**src/rtl/vic_pkg.sv**
```systemverilog
package vic_pkg;
  localparam int MAX_SRC = 128;
  localparam int PRIO_W  = 3;

  localparam logic [7:0] A_SEL   = 8'h00;
  localparam logic [7:0] A_MODE  = 8'h04;
  localparam logic [7:0] A_VEC   = 8'h08;
  localparam logic [7:0] A_IVEC  = 8'h10;
  localparam logic [7:0] A_STAT  = 8'h18;
  localparam logic [7:0] A_PEND0 = 8'h20;
  localparam logic [7:0] A_PEND1 = 8'h24;
  localparam logic [7:0] A_PEND2 = 8'h28;
  localparam logic [7:0] A_PEND3 = 8'h2c;
  localparam logic [7:0] A_MASK  = 8'h30;
  localparam logic [7:0] A_CORE  = 8'h34;
  localparam logic [7:0] A_EOI   = 8'h38;
  localparam logic [7:0] A_SPUR  = 8'h3c;
  localparam logic [7:0] A_EN    = 8'h40;
  localparam logic [7:0] A_DIS   = 8'h44;
  localparam logic [7:0] A_CLR   = 8'h48;
  localparam logic [7:0] A_SET   = 8'h4c;

  // trigger code: bit 0 selects edge, bit 1 selects inverted polarity
  typedef enum logic [1:0] {
    TRG_HIGH = 2'd0,
    TRG_RISE = 2'd1,
    TRG_LOW  = 2'd2,
    TRG_FALL = 2'd3
  } trig_e;
endpackage

```
**src/rtl/vic_src_bank.sv**
```systemverilog
module vic_src_bank import vic_pkg::*; #(
  parameter int NSRC = 32,
  parameter int IDXW = 5
) (
  input  logic                          clk,
  input  logic                          rst,
  input  logic [NSRC-1:0]               src_in,
  input  logic [IDXW-1:0]               sel_idx,
  input  logic                          wr_mode,
  input  logic [PRIO_W-1:0]             prio_w,
  input  logic [1:0]                    trig_w,
  input  logic                          cmd_en,
  input  logic                          cmd_dis,
  input  logic                          cmd_clr,
  input  logic                          cmd_set,
  input  logic                          ack,
  input  logic [IDXW-1:0]               ack_idx,
  output logic [NSRC-1:0]               raw_pend,
  output logic [NSRC-1:0]               active,
  output logic [NSRC-1:0]               en_o,
  output logic [NSRC-1:0][PRIO_W-1:0]   prio_o,
  output logic [NSRC-1:0][1:0]          trig_o
);

  for (genvar g = 0; g < NSRC; g++) begin : g_src
    logic              hit, prev_q, latch_q, en_q;
    logic              is_edge, inv, edge_hit, lvl_on;
    logic              do_set, do_clr;
    logic [PRIO_W-1:0] prio_q;
    trig_e             trig_q;

    assign hit      = (sel_idx == IDXW'(g));
    assign is_edge  = trig_q[0];
    assign inv      = trig_q[1];
    assign edge_hit = is_edge & (inv ? (~src_in[g] & prev_q) : (src_in[g] & ~prev_q));
    assign lvl_on   = ~is_edge & (src_in[g] ^ inv);
    assign do_set   = (hit & cmd_set) | edge_hit;
    assign do_clr   = (hit & cmd_clr) | (ack & (ack_idx == IDXW'(g)));

    always_ff @(posedge clk) begin
      if (rst) begin
        prev_q  <= 1'b0;
        latch_q <= 1'b0;
        en_q    <= 1'b0;
        prio_q  <= '0;
        trig_q  <= TRG_HIGH;
      end else begin
        prev_q <= src_in[g];
        if (do_set)      latch_q <= 1'b1;
        else if (do_clr) latch_q <= 1'b0;
        if (hit && cmd_en)       en_q <= 1'b1;
        else if (hit && cmd_dis) en_q <= 1'b0;
        if (hit && wr_mode) begin
          prio_q <= prio_w;
          trig_q <= trig_e'(trig_w);
        end
      end
    end

    assign raw_pend[g] = latch_q | lvl_on;
    assign active[g]   = raw_pend[g] & en_q;
    assign en_o[g]     = en_q;
    assign prio_o[g]   = prio_q;
    assign trig_o[g]   = trig_q;

    // a force command leaves the source pending on the next cycle
    p_set_wins_r4: assert property (@(posedge clk) disable iff (rst)
      (hit && cmd_set) |=> raw_pend[g]);
    // an acknowledge with no new request leaves an edge source idle
    p_ack_clears_r4: assert property (@(posedge clk) disable iff (rst)
      (ack && ack_idx == IDXW'(g) && is_edge && !edge_hit && !(hit && cmd_set) && !(hit && wr_mode))
      |=> !raw_pend[g]);
  end

endmodule

```
**src/rtl/vic_arbiter.sv**
```systemverilog
module vic_arbiter import vic_pkg::*; #(
  parameter int NSRC = 32,
  parameter int IDXW = 5
) (
  input  logic [NSRC-1:0]             active,
  input  logic [NSRC-1:0][PRIO_W-1:0] prio,
  output logic                        best_ok,
  output logic [IDXW-1:0]             best_idx,
  output logic [PRIO_W-1:0]           best_prio
);

  // strict compare: a later source must beat, not equal, to take over
  always_comb begin
    best_ok   = 1'b0;
    best_idx  = '0;
    best_prio = '0;
    for (int i = 0; i < NSRC; i++) begin
      if (active[i] && (!best_ok || prio[i] > best_prio)) begin
        best_ok   = 1'b1;
        best_idx  = IDXW'(i);
        best_prio = prio[i];
      end
    end
  end

  // the winner is always one of the active sources
  always_comb begin
    if (best_ok) p_winner_active_r7: assert (active[best_idx]);
  end

endmodule

```
**src/rtl/vic_prio_stack.sv**
```systemverilog
module vic_prio_stack import vic_pkg::*; #(
  parameter int DEPTH = 8
) (
  input  logic                         clk,
  input  logic                         rst,
  input  logic                         push,
  input  logic [PRIO_W-1:0]            push_val,
  input  logic                         pop,
  output logic [PRIO_W-1:0]            cur_o,
  output logic [$clog2(DEPTH+1)-1:0]   depth_o
);
  localparam int DW = $clog2(DEPTH+1);
  localparam int AW = (DEPTH > 1) ? $clog2(DEPTH) : 1;

  logic [PRIO_W-1:0] mem [DEPTH];
  logic [PRIO_W-1:0] cur_q;
  logic [DW-1:0]     depth_q;
  logic              full, empty;
  logic [AW-1:0]     wr_ptr, rd_ptr;

  assign full   = (depth_q == DW'(DEPTH));
  assign empty  = (depth_q == '0);
  assign wr_ptr = depth_q[AW-1:0];
  assign rd_ptr = AW'(depth_q - DW'(1));

  always_ff @(posedge clk) begin
    if (push && !full) mem[wr_ptr] <= cur_q;
  end

  always_ff @(posedge clk) begin
    if (rst) begin
      cur_q   <= '0;
      depth_q <= '0;
    end else if (push && !full) begin
      cur_q   <= push_val;
      depth_q <= depth_q + DW'(1);
    end else if (pop && !empty) begin
      cur_q   <= mem[rd_ptr];
      depth_q <= depth_q - DW'(1);
    end
  end

  assign cur_o   = cur_q;
  assign depth_o = depth_q;

  p_depth_max_r9: assert property (@(posedge clk) disable iff (rst)
    depth_q <= DW'(DEPTH));
  p_push_full_r9: assert property (@(posedge clk) disable iff (rst)
    (full && push && !pop) |=> (depth_q == DW'(DEPTH)));
  p_pop_empty_r9: assert property (@(posedge clk) disable iff (rst)
    (empty && pop && !push) |=> (depth_q == '0));
  p_push_grow_r9: assert property (@(posedge clk) disable iff (rst)
    (push && !full) |=> (depth_q == $past(depth_q) + DW'(1)));

endmodule

```
**src/rtl/vic_top.sv**
```systemverilog
module vic_top import vic_pkg::*; #(
  parameter int NSRC      = 32,
  parameter int STK_DEPTH = 8
) (
  input  logic            clk,
  input  logic            rst,
  input  logic            bus_wr,
  input  logic            bus_rd,
  input  logic [7:0]      bus_addr,
  input  logic [31:0]     bus_wdata,
  output logic [31:0]     bus_rdata,
  input  logic [NSRC-1:0] src_in,
  output logic            irq_out
);
  localparam int IDXW = (NSRC > 1) ? $clog2(NSRC) : 1;
  localparam int DW   = $clog2(STK_DEPTH + 1);

  logic                        wr_en, rd_en, sel_ok;
  logic [6:0]                  sel_q, stat_q;
  logic [IDXW-1:0]             sel_idx;
  logic [31:0]                 spur_q;
  logic [NSRC-1:0]             raw_pend, active, en_o;
  logic [NSRC-1:0][PRIO_W-1:0] prio_o;
  logic [NSRC-1:0][1:0]        trig_o;
  logic                        best_ok;
  logic [IDXW-1:0]             best_idx;
  logic [PRIO_W-1:0]           best_prio, cur_prio;
  logic [DW-1:0]               depth;
  logic                        irq_want, irq_q, ack_rd, ack_hit, pop;
  logic [MAX_SRC-1:0]          pend_pad;
  logic [31:0]                 vec_mem [NSRC];
  logic [31:0]                 vec_q, other_q, rd_other;
  logic                        use_mem, use_mem_q;
  logic [IDXW-1:0]             vraddr;

  assign wr_en   = bus_wr;
  assign rd_en   = bus_rd & ~bus_wr;
  assign sel_ok  = (int'(sel_q) < NSRC);
  assign sel_idx = sel_q[IDXW-1:0];

  vic_src_bank #(.NSRC(NSRC), .IDXW(IDXW)) u_bank (
    .clk      (clk),
    .rst      (rst),
    .src_in   (src_in),
    .sel_idx  (sel_idx),
    .wr_mode  (wr_en && bus_addr == A_MODE && sel_ok),
    .prio_w   (bus_wdata[2:0]),
    .trig_w   (bus_wdata[6:5]),
    .cmd_en   (wr_en && bus_addr == A_EN  && bus_wdata[0] && sel_ok),
    .cmd_dis  (wr_en && bus_addr == A_DIS && bus_wdata[0] && sel_ok),
    .cmd_clr  (wr_en && bus_addr == A_CLR && bus_wdata[0] && sel_ok),
    .cmd_set  (wr_en && bus_addr == A_SET && bus_wdata[0] && sel_ok),
    .ack      (ack_hit),
    .ack_idx  (best_idx),
    .raw_pend (raw_pend),
    .active   (active),
    .en_o     (en_o),
    .prio_o   (prio_o),
    .trig_o   (trig_o)
  );

  vic_arbiter #(.NSRC(NSRC), .IDXW(IDXW)) u_arb (
    .active    (active),
    .prio      (prio_o),
    .best_ok   (best_ok),
    .best_idx  (best_idx),
    .best_prio (best_prio)
  );

  assign irq_want = best_ok && ((depth == '0) || (best_prio > cur_prio));
  assign ack_rd   = rd_en && (bus_addr == A_IVEC);
  assign ack_hit  = ack_rd && irq_want;
  assign pop      = wr_en && (bus_addr == A_EOI);

  vic_prio_stack #(.DEPTH(STK_DEPTH)) u_stk (
    .clk      (clk),
    .rst      (rst),
    .push     (ack_rd),
    .push_val (ack_hit ? best_prio : cur_prio),
    .pop      (pop),
    .cur_o    (cur_prio),
    .depth_o  (depth)
  );

  // control registers
  always_ff @(posedge clk) begin
    if (rst) begin
      sel_q  <= '0;
      spur_q <= '0;
      stat_q <= '0;
      irq_q  <= 1'b0;
    end else begin
      irq_q <= irq_want;
      if (wr_en && bus_addr == A_SEL)  sel_q  <= bus_wdata[6:0];
      if (wr_en && bus_addr == A_SPUR) spur_q <= bus_wdata;
      if (ack_rd) stat_q <= ack_hit ? 7'(best_idx) : 7'd0;
    end
  end

  // vector storage: one write port, one synchronous read port
  assign vraddr = (bus_addr == A_IVEC) ? best_idx : sel_idx;

  always_ff @(posedge clk) begin
    if (wr_en && bus_addr == A_VEC && sel_ok) vec_mem[sel_idx] <= bus_wdata;
    if (rd_en) vec_q <= vec_mem[vraddr];
  end

  always_comb begin
    pend_pad = '0;
    pend_pad[NSRC-1:0] = raw_pend;
  end

  assign use_mem = ((bus_addr == A_VEC) && sel_ok) || ((bus_addr == A_IVEC) && irq_want);

  always_comb begin
    case (bus_addr)
      A_SEL:   rd_other = {25'd0, sel_q};
      A_MODE:  rd_other = sel_ok ? {25'd0, trig_o[sel_idx], 2'b00, prio_o[sel_idx]} : 32'd0;
      A_IVEC:  rd_other = spur_q;
      A_STAT:  rd_other = {25'd0, stat_q};
      A_PEND0: rd_other = pend_pad[31:0];
      A_PEND1: rd_other = pend_pad[63:32];
      A_PEND2: rd_other = pend_pad[95:64];
      A_PEND3: rd_other = pend_pad[127:96];
      A_MASK:  rd_other = {31'd0, sel_ok & en_o[sel_idx]};
      A_CORE:  rd_other = {31'd0, irq_q};
      A_SPUR:  rd_other = spur_q;
      default: rd_other = 32'd0;
    endcase
  end

  always_ff @(posedge clk) begin
    if (rst) begin
      other_q   <= '0;
      use_mem_q <= 1'b0;
    end else if (rd_en) begin
      other_q   <= rd_other;
      use_mem_q <= use_mem;
    end
  end

  assign bus_rdata = use_mem_q ? vec_q : other_q;
  assign irq_out   = irq_q;

  // with no active source the line is low one clock later
  p_quiet_r6: assert property (@(posedge clk) disable iff (rst)
    !best_ok |=> !irq_out);
  // a vector read with nothing qualifying leaves status at zero
  p_status_spur_r8: assert property (@(posedge clk) disable iff (rst)
    (ack_rd && !irq_want) |=> (stat_q == 7'd0));
  // an acknowledged source becomes the current level
  p_level_r7: assert property (@(posedge clk) disable iff (rst)
    (ack_hit && depth < DW'(STK_DEPTH)) |=> (cur_prio == $past(best_prio)));

endmodule

```
**config.mk**
```make
export PLATFORM = sky130hd
export DESIGN_NAME = vic_top
export DESIGN_NICKNAME = d
export VERILOG_FILES = /design/src/rtl/vic_pkg.sv /design/src/rtl/vic_src_bank.sv /design/src/rtl/vic_arbiter.sv /design/src/rtl/vic_prio_stack.sv /design/src/rtl/vic_top.sv
export SDC_FILE = /design/constraint.sdc
export NUM_CORES = 2
export LEC_CHECK = 0
export ABC_AREA = 0
export CORE_ASPECT_RATIO = 2
export CORE_UTILIZATION = 32
export CTS_BUF_LIST = sky130_fd_sc_hd__clkbuf_8
export CTS_CLUSTER_DIAMETER = 80
export DETAILED_ROUTE_END_ITERATION = 10
export PLACE_DENSITY = 0.52
export SLEW_MARGIN = 20
export SYNTH_ARGS = -nofsm -noshare
export SYNTH_HDL_FRONTEND = slang
export SYNTH_HIERARCHICAL = 1
export SYNTH_SLANG_ARGS = --single-unit
```
**constraint.sdc**
```tcl
create_clock -name clk -period 55.4 [get_ports clk]
set_clock_uncertainty 0.15 [all_clocks]
set_input_delay 8.31 -clock clk [delete_from_list [all_inputs] [get_ports clk]]
set_output_delay 8.31 -clock clk [all_outputs]
set_load 0.02 [all_outputs]
```
Yosys cells after proc, flatten, opt, wreduce, memory -nomap -nowiden
Memories as Yosys holds them, arrays and structs flattened. A register that Yosys moved wholly into a read port is not among the register bits.
Cells that the tools add are included.
{ "word_totals": {"mem_bits_rw": 1048, "n_memories": 2, "ff_bits": 343, "in_bits": 76, "output_inout_bits": 33} }
{ "memory_table": {"columns": ["memory", "words", "width", "read_ports", "rd_clocked_by_memory_dff", "write_ports", "line_no", "source"], "rows": [
  ["vec_mem", 32, 32, 1, 1, 1, "vic_top.sv:31", "logic [31:0] vec_mem [NSRC];"],
  ["u_stk.mem", 8, 3, 1, 0, 1, "vic_prio_stack.sv:15", "logic [PRIO_W-1:0] mem [DEPTH];"]
]} }
{ "classes": {"n_lt_le_gt_ge": 34, "n_addsub": 2, "muxes": 275, "n_reduce_logical": 290, "eq_ne": 77, "n_bitwise": 483} }
{ "ops": {"columns": ["cell", "n"], "rows": [
  ["bitwise AND 1 bit", 258],
  ["case mux 32 bit (7 select lines)", 1],
  ["2-to-1 mux 1 bit", 198],
  ["== test 5 bit (second input constant)", 32],
  ["logical AND 1 bit", 153],
  ["nonzero test 2 bit", 65],
  ["2-to-1 mux 3 bit", 40],
  ["inverter 1 bit", 97],
  ["greater-than comparator 3 bit", 32],
  ["OR 1 bit", 96],
  ["2-to-1 mux 5 bit", 18],
  ["== test 5 x 4 -> 1 bit (second input constant)", 16],
  ["== test 5 x 3 -> 1 bit (second input constant)", 8],
  ["== test 8 x 6 -> 1 bit (second input constant)", 5],
  ["2-to-1 mux 4 bit", 10],
  ["logical NOT 1 bit", 33],
  ["logical OR 1 bit", 33],
  ["== test 8 x 7 -> 1 bit (second input constant)", 4],
  ["2-to-1 mux 32 bit", 1],
  ["XOR 1 bit", 32],
  ["== test 5 x 2 -> 1 bit (second input constant)", 4],
  ["== test 8 x 5 -> 1 bit (second input constant)", 2],
  ["binary-select mux 3 bit (select 5 bit)", 1],
  ["binary-select mux 2 bit (select 5 bit)", 1],
  ["other kinds (17)", 21]
]} }

Longest topological paths before layout
{ "logic_depth": {"ltp_word": 137, "depth_mapped": 278, "ltp_nobuf": 275} }

By module
The synthesis kept the hierarchy.
{ "modules_own_cells": {"columns": ["module", "seq_area_each_um2", "instances", "area_each_um2", "cells_per_inst"], "rows": [
  ["vic_top", 33271.9, 1, 47926.0, 3463],
  ["vic_src_bank", 5124.9, 1, 11741.3, 1400],
  ["vic_arbiter", 0.0, 1, 4479.3, 667],
  ["vic_prio_stack", 860.8, 1, 1405.1, 94]
]} }

Worst setup path before layout
OpenSTA, ideal clock, no wires.
{ "synth_timing": {"path_kind": "input port to flip-flop", "startpoint": "input port src_in[0]", "endpoint": "register vec_q[10], read port of vec_mem (data pin)", "n_path_buf": 4, "arrival_time_ns": 53.333, "required_time_ns": 55.074, "path_slack_ns": 1.741, "cell_stages": 244, "cell_sequence": "xnor2_1 -> o21bai_1 -> and2_1 -> buf_6 -> nand2_1 -> ha_1 -> and3_1 -> a21oi_2 -> mux2i_1 -> or2_2 -> ha_1 -> a21oi_1 -> o21ai_0 -> a31oi_2 -> mux2_2 -> ha_1 -> a32oi_1 -> o21ai_2 -> (+208 left out) -> a21oi_1 -> a31oi_1 -> o21a_1 -> a22oi_1 -> ha_1 -> a21o_1 -> a21oi_1 -> a31oi_1 -> o21ai_1 -> nor2b_1 -> or3b_2 -> nand2_1 -> nor3_1 -> a31oi_1 -> clkbuf_1 -> a211o_1 -> a41oi_1 -> nor4_1"} }
{ "synth_between": {"elab_chain_len": 130, "word_cells_on_any_way": 222, "cone_classes": "order compare (31); mux (94); bitwise (4); reduce/logical (93)"} }
{ "synth_lines": {"columns": ["item", "line_no", "source"], "rows": [
  ["start, declared", "vic_top.sv:12", "input logic [NSRC-1:0] src_in,"],
  ["XOR 1 bit (*)", "vic_src_bank.sv:36", "assign lvl_on = ~is_edge & (src_in[g] ^ inv);"],
  ["bitwise AND 1 bit (*)", "vic_src_bank.sv:36", null],
  ["OR 1 bit (*)", "vic_src_bank.sv:60", "assign raw_pend[g] = latch_q | lvl_on;"],
  ["via raw_pend[0]", "vic_top.sv:22", "logic [NSRC-1:0] raw_pend, active, en_o;"],
  ["bitwise AND 1 bit (*)", "vic_src_bank.sv:61", "assign active[g] = raw_pend[g] & en_q;"],
  ["via active[0]", "vic_top.sv:22", null],
  ["2-to-1 mux 3 bit or 2-to-1 mux 1 bit (tied branches)", "vic_arbiter.sv:18", "if (active[i] && (!best_ok || prio[i] > best_prio)) begin"],
  ["greater-than comparator 3 bit or logical NOT 1 bit (tied branches)", "vic_arbiter.sv:18", null],
  ["(+117 left out)", null, null],
  ["logical AND 1 bit", "vic_arbiter.sv:18", null],
  ["2-to-1 mux 3 bit or 2-to-1 mux 1 bit (tied branches)", "vic_arbiter.sv:18", null],
  ["greater-than comparator 3 bit or logical NOT 1 bit (tied branches)", "vic_arbiter.sv:18", null],
  ["logical OR 1 bit", "vic_arbiter.sv:18", null],
  ["logical AND 1 bit", "vic_arbiter.sv:18", null],
  ["2-to-1 mux 5 bit (*)", "vic_arbiter.sv:18", null],
  ["via best_idx[2]", "vic_top.sv:26", "logic [IDXW-1:0] best_idx;"],
  ["2-to-1 mux 5 bit (*)", "vic_top.sv:101", "assign vraddr = (bus_addr == A_IVEC) ? best_idx : sel_idx;"],
  ["end, declared", "vic_top.sv:32", "logic [31:0] vec_q, other_q, rd_other;"]
]} }
The timed path passes the listed nets; every way through them passes the cells marked *.
A chain may end at the register's enable or synchronous reset.

Final worst setup path
{ "layout_timing": {"startpoint": "input port src_in[1]", "endpoint": "register vec_q[28], read port of vec_mem (data pin)"} }
{ "layout_between": {"elab_chain_len": 127, "word_cells_on_any_way": 217, "cone_classes": "order compare (30); mux (92); bitwise (4); reduce/logical (91)"} }
{ "layout_lines": {"columns": ["item", "line_no"], "rows": [
  ["XOR 1 bit (*)", "vic_src_bank.sv:36"],
  ["bitwise AND 1 bit (*)", "vic_src_bank.sv:36"],
  ["OR 1 bit (*)", "vic_src_bank.sv:60"],
  ["via raw_pend[1]", "vic_top.sv:22"],
  ["bitwise AND 1 bit (*)", "vic_src_bank.sv:61"],
  ["via active[1]", "vic_top.sv:22"],
  ["logical AND 1 bit (*)", "vic_arbiter.sv:18"],
  ["2-to-1 mux 3 bit or 2-to-1 mux 1 bit (tied branches)", "vic_arbiter.sv:18"],
  ["(+114 left out)", null],
  ["logical AND 1 bit", "vic_arbiter.sv:18"],
  ["2-to-1 mux 3 bit or 2-to-1 mux 1 bit (tied branches)", "vic_arbiter.sv:18"],
  ["greater-than comparator 3 bit or logical NOT 1 bit (tied branches)", "vic_arbiter.sv:18"],
  ["logical OR 1 bit", "vic_arbiter.sv:18"],
  ["logical AND 1 bit", "vic_arbiter.sv:18"],
  ["2-to-1 mux 5 bit (*)", "vic_arbiter.sv:18"],
  ["via best_idx[2]", "vic_top.sv:26"],
  ["2-to-1 mux 5 bit (*)", "vic_top.sv:101"]
]} }
Marks and branches as above.

==> reports/metrics.cfg <==
[synth]
synth_cells=5624
synth.distinct_cells=117
synth.most_common_cell=edfxtp_1
avgSynthCellArea_um2=11.66
netlist.area_leader.share_pct=49.47
synth_ff_type=edfxtp_1
synth_edf_count=1080
async_flop_share_pct=0
synth_warnings=6
ys_seq_area_share_pct=59.89
synth_seq_cells=1421
synth.largest_area_cell=edfxtp_1
syn_area_mm2=0.06555
synth_common_cells=1080 x edfxtp_1, 524 x nand3_1, 411 x inv_1
syn_nets=5775
synthTopCellsByArea=edfxtp_1 49%, dfxtp_1 10%, nand3_1 4.0%

[place]
dpl_cell_area_mm2=0.07022
io_buffers=108
gp_congestion=1.005
dp.final_hpwl_mm=158.2

[grt]
grt_max_degree=172
track_usage_pct=24.37
grt_pass1_wl_mm=362.9
antenna_found_initial=25
grt_pass1_vias=49070
grt_overflow=0

[critical_path]
crit_path_frequent_cell=ha_1
cp_data_arrival_time_ns=53.69
reg2reg_slack_ns=9.35
max_stage_delay_ns=0.55
critPathCaptureType=flop
critical_path.max_fanout=8
required_ns=55.90
cp-start-kind=input pin
cp_slowest_cell=or4_4
critical_path_class=in2reg

[detailed_routing]
avgRoutedWirePerCell_um=30.38
first_pass_iters=6
drc=0
vias=50410
wirelength_mm=262.5
drt-vias-per-instance=5.833
ant_nets=0
drt-initial-drc-count=4968

[layout]
final_core_util_pct=37.24
nets=5912
syn2layout_area_growth_pct=15.44
final_area_mm2=0.07567
final.fill_count=19790
drive_gt1_share_pct=15.81

[die]
core-area_mm2=0.2032
fp.dieW_um=322.0
io_pins=109
start_util_pct=32.26
dieHeight_um=642.1
fp-row-count=234
die_area_mm2=0.2068

[clock_tree]
h-tree-depth=4
cts_hold_buf=0
numCtsBuffers=208
cts.sinks=1421
clk_pin_slew_ns=0.07
clk_latency_ns=0.95
tritoncts=done
cts_root_buf=clkbuf_8
clk_path_buf_depth=4

[timing]
fin_crit_sh_pct=96.01
period_minus_slack_ns=53.19
maxSlewViolCount=0
slew_headroom_pct=21.58
tightestPinTransition_ns=1.170
setup_tns_ns=0
fmax_mhz=18.80
finalHoldViolCount=0
setup_viol=0

[power_and_ir_drop]
leakagePower_nw=26.13
ir_drop_v=0.00001649
power.total_mw=2.026
powerDensity_mw_per_mm2=26.77

[worst_hold_path]
hold_class=reg2reg

[job]
maxCapViolations=0

[outcome]
status=complete, no violations

[layer usage]
| metal | share of wire (%) | global-route usage, % | vias to the layer above |
|---|---|---|---|
| li1 | - | - | 21750 |
| met1 | 34 | 25.84 | 25570 |
| met2 | 51 | 43.34 | 2279 |
| met3 | 6.1 | 3.591 | 790 |
| met4 | 8.6 | 18.20 | 18 |
| met5 | 0.043 | 0 | - |
[cells in the final DEF, fill, tap and decap left out, types with 42 or more instances in the layout]
master / count
a41oi_1: 104
o21ai_0: 220
a31oi_1: 47
dfxtp_1: 335
o21ai_1: 42
nor3_1: 43
clkbuf_8: 226
a21oi_1: 276
mux4_2: 48
and2_1: 42
a211o_1: 195
buf_4: 247
nand2_1: 271
edfxtp_1: 1080
ha_1: 70
nand3_1: 521
inv_1: 494
nor2_1: 91
o211ai_1: 333
clkdlybuf4s50_1: 93
nor2b_1: 53
and3_1: 205
mux2_2: 49
[registers in the layout (all words and copies together), names as in the netlist]
signal / count
irq_out: 1
other_q: 32
sel_q: 7
spur_q: 32
stat_q: 5
u_bank/g_src.en_q: 32
u_bank/g_src.latch_q: 32
u_bank/g_src.prev_q: 32
u_bank/g_src.prio_q: 96
u_bank/g_src.trig_q: 64
u_stk/cur_o: 3
u_stk/depth_o: 4
u_stk/mem: 24
use_mem_q: 1
vec_mem: 1024
vec_q: 32
[critical path, delay by kind of cell]
family	cells	cell delay, ns
adder cells (fa/ha/maj)	35	9.74
XOR/XNOR	1	0.19
buffers and inverters	21	3.11
multiplexers	12	3.33
AO/OA/AOI/OAI	124	20.00
AND/OR/NAND/NOR	56	8.90
[logic make-up (layout without fill, tap and decap cells)]
| kind of cell | count (synthesis) | in the layout | share of synthesized area, % |
|---|---|---|---|
| AO/OA/AOI/OAI | 1542 | 1542 | 16.46 |
| multiplexers | 128 | 128 | 3.146 |
| buffers and inverters | 887 | 1177 | 5.753 |
| flip-flops | 1421 | 1421 | 59.89 |
| XOR/XNOR | 34 | 34 | 0.4657 |
| adder cells (fa/ha/maj) | 81 | 81 | 1.523 |
| other | 0 | 10 | 0 |
| AND/OR/NAND/NOR | 1531 | 1536 | 12.76 |
[through the flow]
| stage | instances | hold WS, ns | worst slack, ns |
|---|---|---|---|
| 2_1_floorplan | 5624 | 0.2813 | 1.741 |
| 3_3_place_gp | 8195 | 0.2908 | -0.3406 |
| 3_5_place_dp | 8195 | 0.2963 | -1.400 |
| 4_1_cts | 8573 | 0.3055 | 0.001197 |
| 5_1_grt | 8639 | 0.3190 | -0.4388 |
| 6_report | 8643 | 0.3068 | 2.210 |
[cell type report]
type | count | area, um^2 | area share, %
antenna | 10 | 25.02 | 0.03307
clock buffer | 226 | 3110 | 4.110
multi-input combinational | 3321 | 23840 | 31.50
timing repair buffer | 395 | 3720 | 4.916
sequential | 1421 | 39270 | 51.89
inverter | 414 | 1564 | 2.067
clock inverter | 142 | 750.7 | 0.9921
tap | 2714 | 3396 | 4.487
[worst paths after layout]
path                                     startpoint  depth (start not counted)                 endpoint
min                         spur_q[25]$_SDFFE_PP0P_                          2  spur_q[25]$_SDFFE_PP0P_
max reg2reg  u_bank/g_src[0].trig_q[1]$_SDFFE_PP0P_                        252      vec_q[28]$_DFFE_PP_
min reg2reg                 spur_q[25]$_SDFFE_PP0P_                          2  spur_q[25]$_SDFFE_PP0P_
max                                       src_in[1]                        249      vec_q[28]$_DFFE_PP_
[repair_timing]
| item | CTS | global route |
|---|---|---|
| setup buffers | 6 | 54 |
| pin swaps | 1 | 63 |
| setup endpoints to repair | 51 | 74 |
| cloned | 4 | 6 |
| gates resized for setup | 14 | 173 |
[where the power goes]
group	leakage, nW	switching (mW)	internal (mW)
Combinational	11.3	0.0376	0.0141
Sequential	12.5	0.00250	1.15
Clock	2.30	0.420	0.405
Note: power is estimated with default switching activity, not from simulation.
